**src/rtl/pps_pkg.sv**
```systemverilog
package pps_pkg;
  typedef enum logic { DIR_RD = 1'b0, DIR_WR = 1'b1 } pps_dir_e;
  typedef enum logic { WID_BYTE = 1'b0, WID_HALF = 1'b1 } pps_wid_e;

  function automatic logic [1:0] pps_step(pps_wid_e w);
    return (w == WID_HALF) ? 2'd2 : 2'd1;
  endfunction
endpackage

```
**src/rtl/pps_ptr_bank.sv**
```systemverilog
module pps_ptr_bank #(
  parameter int NPIPE    = 8,
  parameter int REGION_W = 6,
  localparam int PIPE_W  = $clog2(NPIPE)
) (
  input  logic                clk,
  input  logic                rst_n,
  input  logic                clr,
  input  logic [PIPE_W-1:0]   clr_idx,
  input  logic                adv,
  input  logic [PIPE_W-1:0]   idx,
  input  logic [1:0]          step,
  output logic [REGION_W-1:0] cur_ptr
);
  logic [REGION_W-1:0] ptr_q [NPIPE];
  logic [REGION_W-1:0] ptr_n [NPIPE];

  for (genvar g = 0; g < NPIPE; g++) begin : g_ptr
    always_comb begin
      ptr_n[g] = ptr_q[g];
      if (clr && (clr_idx == PIPE_W'(g)))
        ptr_n[g] = '0;
      else if (adv && (idx == PIPE_W'(g)))
        ptr_n[g] = ptr_q[g] + REGION_W'(step);
    end

    always_ff @(posedge clk or negedge rst_n) begin
      if (!rst_n) ptr_q[g] <= '0;
      else        ptr_q[g] <= ptr_n[g];
    end
  end

  assign cur_ptr = ptr_q[idx];
endmodule

```
**src/rtl/pps_rdy_ctl.sv**
```systemverilog
module pps_rdy_ctl #(
  parameter int NPIPE   = 8,
  localparam int PIPE_W = $clog2(NPIPE)
) (
  input  logic              clk,
  input  logic              rst_n,
  input  logic              sel_we,
  input  logic [PIPE_W-1:0] sel_idx,
  input  logic [PIPE_W-1:0] cur,
  input  logic              valid,
  input  logic              dir_wr,
  input  logic [NPIPE-1:0]  buf_avail,
  input  logic              tgl_we,
  input  logic              sbusy,
  output logic              rdy,
  output logic [NPIPE-1:0]  brdy_irq
);
  logic [NPIPE-1:0] force_q, force_n;
  logic [NPIPE-1:0] irq_q, irq_n;
  logic             rdy_q, rdy_n;
  logic             tgl_ok;

  always_comb begin
    tgl_ok  = tgl_we && !sel_we && valid && !rdy_q && !dir_wr && !sbusy;
    rdy_n   = !sel_we && valid && (buf_avail[cur] || force_q[cur]);
    force_n = force_q;
    irq_n   = '0;
    if (tgl_ok) begin
      force_n[cur] = 1'b1;
      irq_n[cur]   = 1'b1;
    end
    if (sel_we) force_n[sel_idx] = 1'b0;
  end

  always_ff @(posedge clk or negedge rst_n) begin
    if (!rst_n) begin
      force_q <= '0;
      irq_q   <= '0;
      rdy_q   <= 1'b0;
    end else begin
      force_q <= force_n;
      irq_q   <= irq_n;
      rdy_q   <= rdy_n;
    end
  end

  assign rdy      = rdy_q;
  assign brdy_irq = irq_q;
endmodule

```
**src/rtl/pipe_port_sel.sv**
```systemverilog
module pipe_port_sel
  import pps_pkg::*;
#(
  parameter int NPIPE    = 8,
  parameter int REGION_W = 6,
  parameter int DMA_PORT = 0,
  localparam int PIPE_W  = $clog2(NPIPE),
  localparam int ADDR_W  = PIPE_W + REGION_W
) (
  input  logic              clk,
  input  logic              rst_n,
  input  logic              sel_we,
  input  logic [PIPE_W-1:0] sel_pipe,
  input  logic              sel_rewind,
  input  logic              sel_wide,
  input  logic              sel_dir,
  input  logic [NPIPE-1:0]  cfg_dir,
  input  logic [NPIPE-1:0]  buf_avail,
  input  logic              sbusy,
  input  logic              tgl_we,
  input  logic              rd_en,
  input  logic              wr_en,
  input  logic [15:0]       wr_data,
  output logic [15:0]       rd_data,
  output logic              rdy,
  output logic [NPIPE-1:0]  brdy_irq,
  output logic [ADDR_W-1:0] mem_addr,
  output logic              mem_re,
  output logic              mem_we,
  output logic [1:0]        mem_be,
  output logic [15:0]       mem_wdata,
  input  logic [15:0]       mem_rdata
);
  localparam logic CTL_ALLOWED = (DMA_PORT == 0);

  // reset: asserted asynchronously, released on the clock
  logic [1:0] rs_q;
  logic       rst_i_n;
  always_ff @(posedge clk or negedge rst_n) begin
    if (!rst_n) rs_q <= 2'b00;
    else        rs_q <= {rs_q[0], 1'b1};
  end
  assign rst_i_n = rs_q[1];

  // select register
  logic [PIPE_W-1:0] cur_q, cur_n;
  logic              valid_q, valid_n;
  pps_wid_e          wid_q, wid_n;
  pps_dir_e          cdir_q, cdir_n;

  always_comb begin
    cur_n   = cur_q;
    valid_n = valid_q;
    wid_n   = wid_q;
    cdir_n  = cdir_q;
    if (sel_we) begin
      cur_n   = sel_pipe;
      valid_n = (sel_pipe != '0) || CTL_ALLOWED;
      wid_n   = pps_wid_e'(sel_wide);
      cdir_n  = pps_dir_e'(sel_dir);
    end
  end

  always_ff @(posedge clk or negedge rst_i_n) begin
    if (!rst_i_n) begin
      cur_q   <= '0;
      valid_q <= CTL_ALLOWED;
      wid_q   <= WID_BYTE;
      cdir_q  <= DIR_RD;
    end else begin
      cur_q   <= cur_n;
      valid_q <= valid_n;
      wid_q   <= wid_n;
      cdir_q  <= cdir_n;
    end
  end

  // direction and access decode
  pps_dir_e eff_dir;
  logic     acc_rd, acc_wr;
  logic     dir_wr;

  always_comb begin
    eff_dir = (cur_q == '0) ? cdir_q : pps_dir_e'(cfg_dir[cur_q]);
    dir_wr  = (eff_dir == DIR_WR);
    acc_rd  = rdy && !sel_we && rd_en && !dir_wr;
    acc_wr  = rdy && !sel_we && wr_en &&  dir_wr;
  end

  logic [REGION_W-1:0] cur_ptr;

  pps_ptr_bank #(.NPIPE(NPIPE), .REGION_W(REGION_W)) u_ptr (
    .clk     (clk),
    .rst_n   (rst_i_n),
    .clr     (sel_we && sel_rewind),
    .clr_idx (sel_pipe),
    .adv     (acc_rd || acc_wr),
    .idx     (cur_q),
    .step    (pps_step(wid_q)),
    .cur_ptr (cur_ptr)
  );

  pps_rdy_ctl #(.NPIPE(NPIPE)) u_rdy (
    .clk       (clk),
    .rst_n     (rst_i_n),
    .sel_we    (sel_we),
    .sel_idx   (sel_pipe),
    .cur       (cur_q),
    .valid     (valid_q),
    .dir_wr    (dir_wr),
    .buf_avail (buf_avail),
    .tgl_we    (tgl_we),
    .sbusy     (sbusy),
    .rdy       (rdy),
    .brdy_irq  (brdy_irq)
  );

  // memory side
  always_comb begin
    mem_addr = {cur_q, cur_ptr};
    mem_re   = acc_rd;
    mem_we   = acc_wr;
    if (wid_q == WID_HALF) begin
      mem_be    = 2'b11;
      mem_wdata = wr_data;
      rd_data   = mem_rdata;
    end else begin
      mem_be    = 2'b01;
      mem_wdata = {8'h00, wr_data[7:0]};
      rd_data   = {8'h00, mem_rdata[7:0]};
    end
  end
endmodule

```
**config.mk**
```make
export PLATFORM = sky130hd
export DESIGN_NAME = pipe_port_sel
export DESIGN_NICKNAME = d
export VERILOG_FILES = /design/src/rtl/pps_pkg.sv /design/src/rtl/pps_ptr_bank.sv /design/src/rtl/pps_rdy_ctl.sv /design/src/rtl/pipe_port_sel.sv
export SDC_FILE = /design/constraint.sdc
export NUM_CORES = 1
export LEC_CHECK = 0
export ABC_AREA = 1
export BUFFER_PORTS_ARGS = -buffer_cell sky130_fd_sc_hd__buf_2
export CAP_MARGIN = 40
export CORE_MARGIN = 5
export CORE_UTILIZATION = 56
export CTS_BUF_LIST = sky130_fd_sc_hd__clkbuf_4
export CTS_CLUSTER_DIAMETER = 80
export CTS_CLUSTER_SIZE = 40
export DETAILED_ROUTE_END_ITERATION = 7
export PLACE_DENSITY = 0.86
export SYNTH_ARGS = -nofsm -noshare
export SYNTH_HDL_FRONTEND = slang
export SYNTH_SLANG_ARGS = --single-unit
```
**constraint.sdc**
```tcl
create_clock -name clk -period 2.9 [get_ports clk]
set_input_delay 0.725 -clock clk [delete_from_list [all_inputs] [get_ports clk]]
set_output_delay 0.725 -clock clk [all_outputs]
set_load 0.01 [all_outputs]
```
* After elaboration in Yosys (flattened, before gate mapping) *
Index checks and enable logic that the tools add are counted.

storage, ports and cells
  word-level logic and storage cells = 128
  register bits after elaboration = 72
  input port bits = 61

cells by class
  reduce and logical (&&, ||, !) cells = 45
  equality and inequality tests = 14
  multiplexer cells = 37
  order comparisons = 5
  $add $sub $neg = 8
  bitwise gates (word level) = 4

operators by type and width
  kind                                                               number
  2-to-1 mux 6 bit                                                   18
  adder 6 x 2 -> 6 bit                                               8
  2-to-1 mux 16 bit                                                  2
  logical AND 1 bit                                                  29
  equality test 3 bit, second input constant                         8
  2-to-1 mux 8 bit                                                   3
  binary-select mux 6 bit (select 3 bit)                             1
  nonzero test 2 bit                                                 8
  equality test 3 x 2 -> 1 bit, second input constant                4
  binary-select mux 1 bit (select 3 bit)                             3
  bitwise AND 8 bit                                                  1
  less-than comparator 3 x 4 -> 1 bit, second input constant         2
  inverter 8 bit                                                     1
  bitwise OR 8 bit                                                   1
  demux 1 bit (select 3 bit)                                         2
  equality test 3 x 1 -> 1 bit, second input constant                2
  greater-or-equal comparator 3 x 1 -> 1 bit, second input constant  2
  logical NOT 3 bit                                                  2
  2-to-1 mux 1 bit                                                   6
  greater-or-equal comparator 4 bit, second input constant           1
  logical NOT 1 bit                                                  4
  2-to-1 mux 2 bit                                                   2
  inverter 3 -> 4 bit                                                1
  logical OR 1 bit                                                   2

* Longest topological paths before layout *
  word-level depth = 9
  depth in mapped cells = 14
  mapped depth without buffers = 12

* Hierarchy *
A second synthesis with hierarchy kept.

unflattened totals
  cell total of the unflattened synthesis = 661
  area, all modules = 4802.1 um^2

by module, submodules not included
  module         times used  area each (um^2)  cells an instance
  pps_ptr_bank   1           3260.6            442
  pps_rdy_ctl    1           899.6             116
  pipe_port_sel  1           641.9             103

* Least setup slack after synthesis *
No wires, ideal clock.

  path kind = register -> register
  from = register wid_q
  to = register u_ptr.ptr_q[28] (netlist bit)
  data arrival time = 2361 ps
  clock period less this slack = 2428 ps
  path slack = 472 ps
  required time = 2833 ps
  cell stages (with the launch flop) = 11
  buffers on the path = 1
  cell sequence = dfrtp_1 > clkbuf_1 > inv_1 > ha_1 > fa_1 > nand2_1 > inv_1 > nand2_1 > xor2_1 > nand4_1 > nand2_1

between the ends
  word-level cells in the longest chain between the ends = 4

RTL lines
  element                        line                 source
  start, declared                pipe_port_sel.sv:48  pps_wid_e wid_q, wid_n;
  start signal, assigned         pipe_port_sel.sv:73  wid_q <= wid_n;
  2-to-1 mux 2 bit               pps_pkg.sv:6         return (w == WID_HALF) ? 2'd2 : 2'd1;
  adder 6 x 2 -> 6 bit           pps_ptr_bank.sv:24   ptr_n[g] = ptr_q[g] + REGION_W'(step);
  2-to-1 mux 6 bit               pps_ptr_bank.sv:23   else if (adv && (idx == PIPE_W'(g)))
  2-to-1 mux 6 bit               pps_ptr_bank.sv:21   if (clr && (clr_idx == PIPE_W'(g)))
  end signal, assigned by index  pps_ptr_bank.sv:29   else ptr_q[g] <= ptr_n[g];
  end, declared                  pps_ptr_bank.sv:15   logic [REGION_W-1:0] ptr_q [NPIPE];

No other way between the ends. The select of a mux whose other input is x is not followed.
A chain may end at the register's enable or synchronous reset.

* Final worst setup path *
  from = register cur_q[1]
  to = output port mem_addr[3]

between the ends
  word-level cells in the longest chain between the ends = 4

RTL lines
  element                                              line                 source
  start, declared                                      pipe_port_sel.sv:46  logic [PIPE_W-1:0] cur_q, cur_n;
  start signal, assigned                               pipe_port_sel.sv:71  cur_q <= cur_n;
  inverter 3 -> 4 bit (implied by the code)            pps_ptr_bank.sv:33   assign cur_ptr = ptr_q[idx];
  binary-select mux 6 bit (select 3 bit)               pps_ptr_bank.sv:33
  2-to-1 mux 6 bit (implied by the code) (2 in a row)  pps_ptr_bank.sv:33
  end, declared                                        pipe_port_sel.sv:27  output logic [ADDR_W-1:0] mem_addr,

No other way between the ends. The select of a mux whose other input is x is not followed.

==> summary.md <==
The run finished with clean final reports. The run gives 762 as the instance count after placement with tap cells included. From left edge to right edge, the die measures 101.6 um. The post-DP HPWL came out at 9365 um. Clock latency on the worst-skew pair, taken at its later pin, is 0.44 ns.

The die extent in y was 101.6 um. The worst register-to-register path has a depth of 9. Global routing used 26.23% of the available tracks across all layers. For this block, the via count after detailed routing is 4633.

The number of global-route vias before repair came out at 4467. The critical path is of the reg2out type. The weighted congestion reported at the end of routability-driven placement is 0.9700.

The clock buffer count from CTS is 9, and the total die area is 10330 um^2. For the number of DRC markers in iteration 0, the log shows 629. Combinational cells account for 22.8% of the total power. The number of H-tree levels came out at 3. For the global routing met1 resource utilization, the log shows 35.03%. The tools report the critical path startpoint category as a register. The tools report the launch point of the critical path as cur_q[1]. The number of I/O port buffers came out at 80. The post-route netlist has 18.80% of its cells at a drive strength greater than 1.

The CTS clock-pin slew for the worst setup and hold paths is 0.13 ns. The internal power of the cells totals 1.659 mW. In this run the critical register-to-register path is captured at u_ptr.ptr_q[28]. Sequential cells account for 47.3% of the total power.

The routed design could run at a clock period as short as 2.816 ns. The initial antenna violation count was 0; the flop-to-flop setup slack was 0.58 ns. The core footprint was 8217 um^2; the number of instances in the synthesized netlist was 603. The final count of pins violating max slew was 0; the number of max-cap violations was 0. The cell area after technology mapping is 4701 um^2, and the count of non-filler cells in the finished layout is 786. The worst-path maximum fanout came out at 8. The worst setup path is captured at an output port. After detailed routing, the total wire length is 12960 um. In this run the deepest clock path goes through 2 buffers.

For this design the total switching power over the nets is 0.8584 mW. Headroom to the max-slew limit came out at 60.14%. Class of the tightest hold or removal check: in2async.

For the number of sinks driven by the clock tree, the log shows 72. The tools report the final-report hold violation count as 0. Setup repair after global routing left no endpoint under its margin.

In this run, synthesis inferred 0 flip-flops with an integrated enable. The area growth from synthesis to final layout is 13.52%. The cell at the root of the clock tree is clkbuf_4.

The floorplan has 33 rows. The count of nets left with antenna violations once routing finished came out at 0. The share of the clock period used by the worst path came out at 97.12%. The effective utilization at floorplan was 57.21%; the final routed DRC violation total was 0. Dividing the detail-routed wire length by the instance count gives 16.49 um. In the global route stage, met3 resource usage came out at 6.474%.

Total grt overflow: 0. In this run switching power makes up 34.10% of total power. Global-route wire length before repair: 21400 um. The share of total power in the clock network was 29.8%. The worst ir drop on vdd came out at 445.4 uV.

The layer with the highest usage after global routing is met2. Based on the critical path, the design can be clocked at up to 355.1 MHz. The total of flip-flops plus latches after synthesis works out to 72.

Capturing instance or port of the critical path: mem_addr[3]. For the worst setup path, the data arrival time is 2.09 ns. The logs give 115 for the count of pins on the block boundary and 42.25% for the global-route track usage on met2. Summed negative setup slack over all endpoints: 0 ns. The first detailed-routing pass took 5 iterations. The mean number of vias per cell came out at 5.894.

In this run the critical register-to-register path is launched from wid_q. The most used flip-flop cell after synthesis is dfrtp_1. The final setup violation count was 0.

In the synthesized netlist the async set-or-reset flop fraction comes to 100.0%. Each instance of the synthesized netlist takes up on average 7.796 um^2. The required arrival time at the worst endpoint was 2.17 ns. After the last flow step, the layout net total stands at 761. Entering global routing, the biggest net connects 59 pins. The tools report the number of synthesis warnings as 0. TritonCTS built the clock tree.

Summed over all cells, the static leakage comes to 3.141 nW. Dividing total power by cell area gives a power density of 471.8 nW/um^2. Distinct cell type count of the synthesized netlist: 29. The logs give 0.02398 ns for the setup clock skew after layout and 0 for the total inserted antenna cells. For the pin with the worst max-slew slack, the measured transition is 0.5958 ns. Of the synthesized area, sequential elements account for 38.33%.
## cells by family (layout without fill, tap and decap cells)
family          after synthesis  after routing  synth area share [%]
simple gates                315            315                 30.45
buf+inv                     116            193                 11.58
flops                        72             72                 38.33
compound gates               44             44                 6.122
xor+xnor                     31             31                 5.776
fa+ha+maj                    24             24                 7.666
other cells                   1              2               0.07977
## cell usage after synthesis, drive strengths merged, types with 4 or more instances
master  instances  area (um^2)
ha             16        200.2
nand3          97        485.5
nand4          40        250.2
xnor2          10        87.58
buf            26        206.4
a21oi           4        20.02
o21ai          14        70.07
a22oi          14        105.1
xor2           21        183.9
nor2           28        128.9
clkbuf         12        45.04
fa              8        160.2
dfrtp          72         1802
inv            78        292.8
nand2         149        561.8
## stage by stage
| stage | setup slack [ns] | cell area [um^2] | hold WS (ns) | utilization, % | total power, mW |
|---|---|---|---|---|---|
| 2_1_floorplan | 0.4723 | 4705 | 0.3312 | - | 1.578 |
| 3_3_place_gp | 0.5252 | 5074 | 0.3440 | 61.75 | 1.709 |
| 3_5_place_dp | 0.5122 | 5101 | 0.2165 | 62.08 | 1.755 |
| 4_1_cts | 0.01529 | 5264 | 0.02565 | 64.06 | 2.485 |
| 5_1_grt | 0.006430 | 5336 | 0.002525 | 64.95 | 2.649 |
| 6_report | 0.08352 | 5336 | 0.03318 | 64.95 | 2.518 |
## registers in the layout (all words and copies together) (netlist names)
register        flops
u_rdy.force_q       8
cdir_q              1
u_ptr.ptr_q        48
u_rdy.brdy_irq      8
cur_q               3
wid_q               1
rs_q                2
u_rdy.rdy           1
## worst min path at each step
stage	start	to	slack, ns	cells after the start
2_1_floorplan	rs_q[0]	rs_q[1]	0.33	0
3_3_place_gp	rs_q[0]	rs_q[1]	0.34	0
3_5_place_dp	rs_q[1]	u_rdy.brdy_irq[7]	0.22	1
4_1_cts	rst_n	rs_q[1]	0.03	1
5_1_grt	rst_n	rs_q[1]	0.003	1
6_report	rst_n	rs_q[1]	0.03	1
## cell type report
type                    instances  area [um^2]
clock buffers                   9        67.56
clock inverters                 7        95.09
fillers                       653         2880
inverters                      78        300.3
multi-input cells             416         2366
flip-flops and latches         72         1805
well taps                     105        131.4
repair buffers                 97        560.5
repair inverters                2        10.01
## routing by layer
metal	wire length, um	part of all wire, %
met4	287	2.2
met2	6188	48
met3	1343	10
met1	5102	39
met5	34	0.26
## cells in the final DEF, fill, tap and decap left out, types with 9 or more instances in the layout
cell type	Yosys	layout
nand4_1	40	40
nand2_1	148	147
clkbuf_4	0	9
nand3_1	97	97
dfrtp_1	72	69
buf_4	21	15
xnor2_1	10	10
a22oi_1	14	14
buf_2	0	80
nor2_1	26	26
o21ai_0	14	14
inv_1	74	72
ha_1	16	16
xor2_1	21	21
## repair_timing
action                     CTS  global route
buffers inserted             0             6
hold buffers                 0             0
setup endpoints to repair    0             6
resized for setup            0             6
## worst max-delay path, stage by stage, from the launching register on
cell,delay (ns)
dfrtp_2,0.47
inv_1,0.11
nand2_4,0.14
clkinvlp_2,0.28
nand2_1,0.13
nand4_1,0.14
nand2_1,0.09
o21ai_0,0.11
buf_2,0.17
## power groups by stage
stage | registers, mW | logic, mW | clock network [mW]
floorplan | 1.20 | 0.380 | 0
global placement | 1.20 | 0.510 | 0
detailed placement | 1.20 | 0.550 | 0
CTS | 1.19 | 0.552 | 0.748
global route | 1.20 | 0.656 | 0.790
finish | 1.19 | 0.575 | 0.751
No activity file was read; power rests on OpenSTA's default activity.
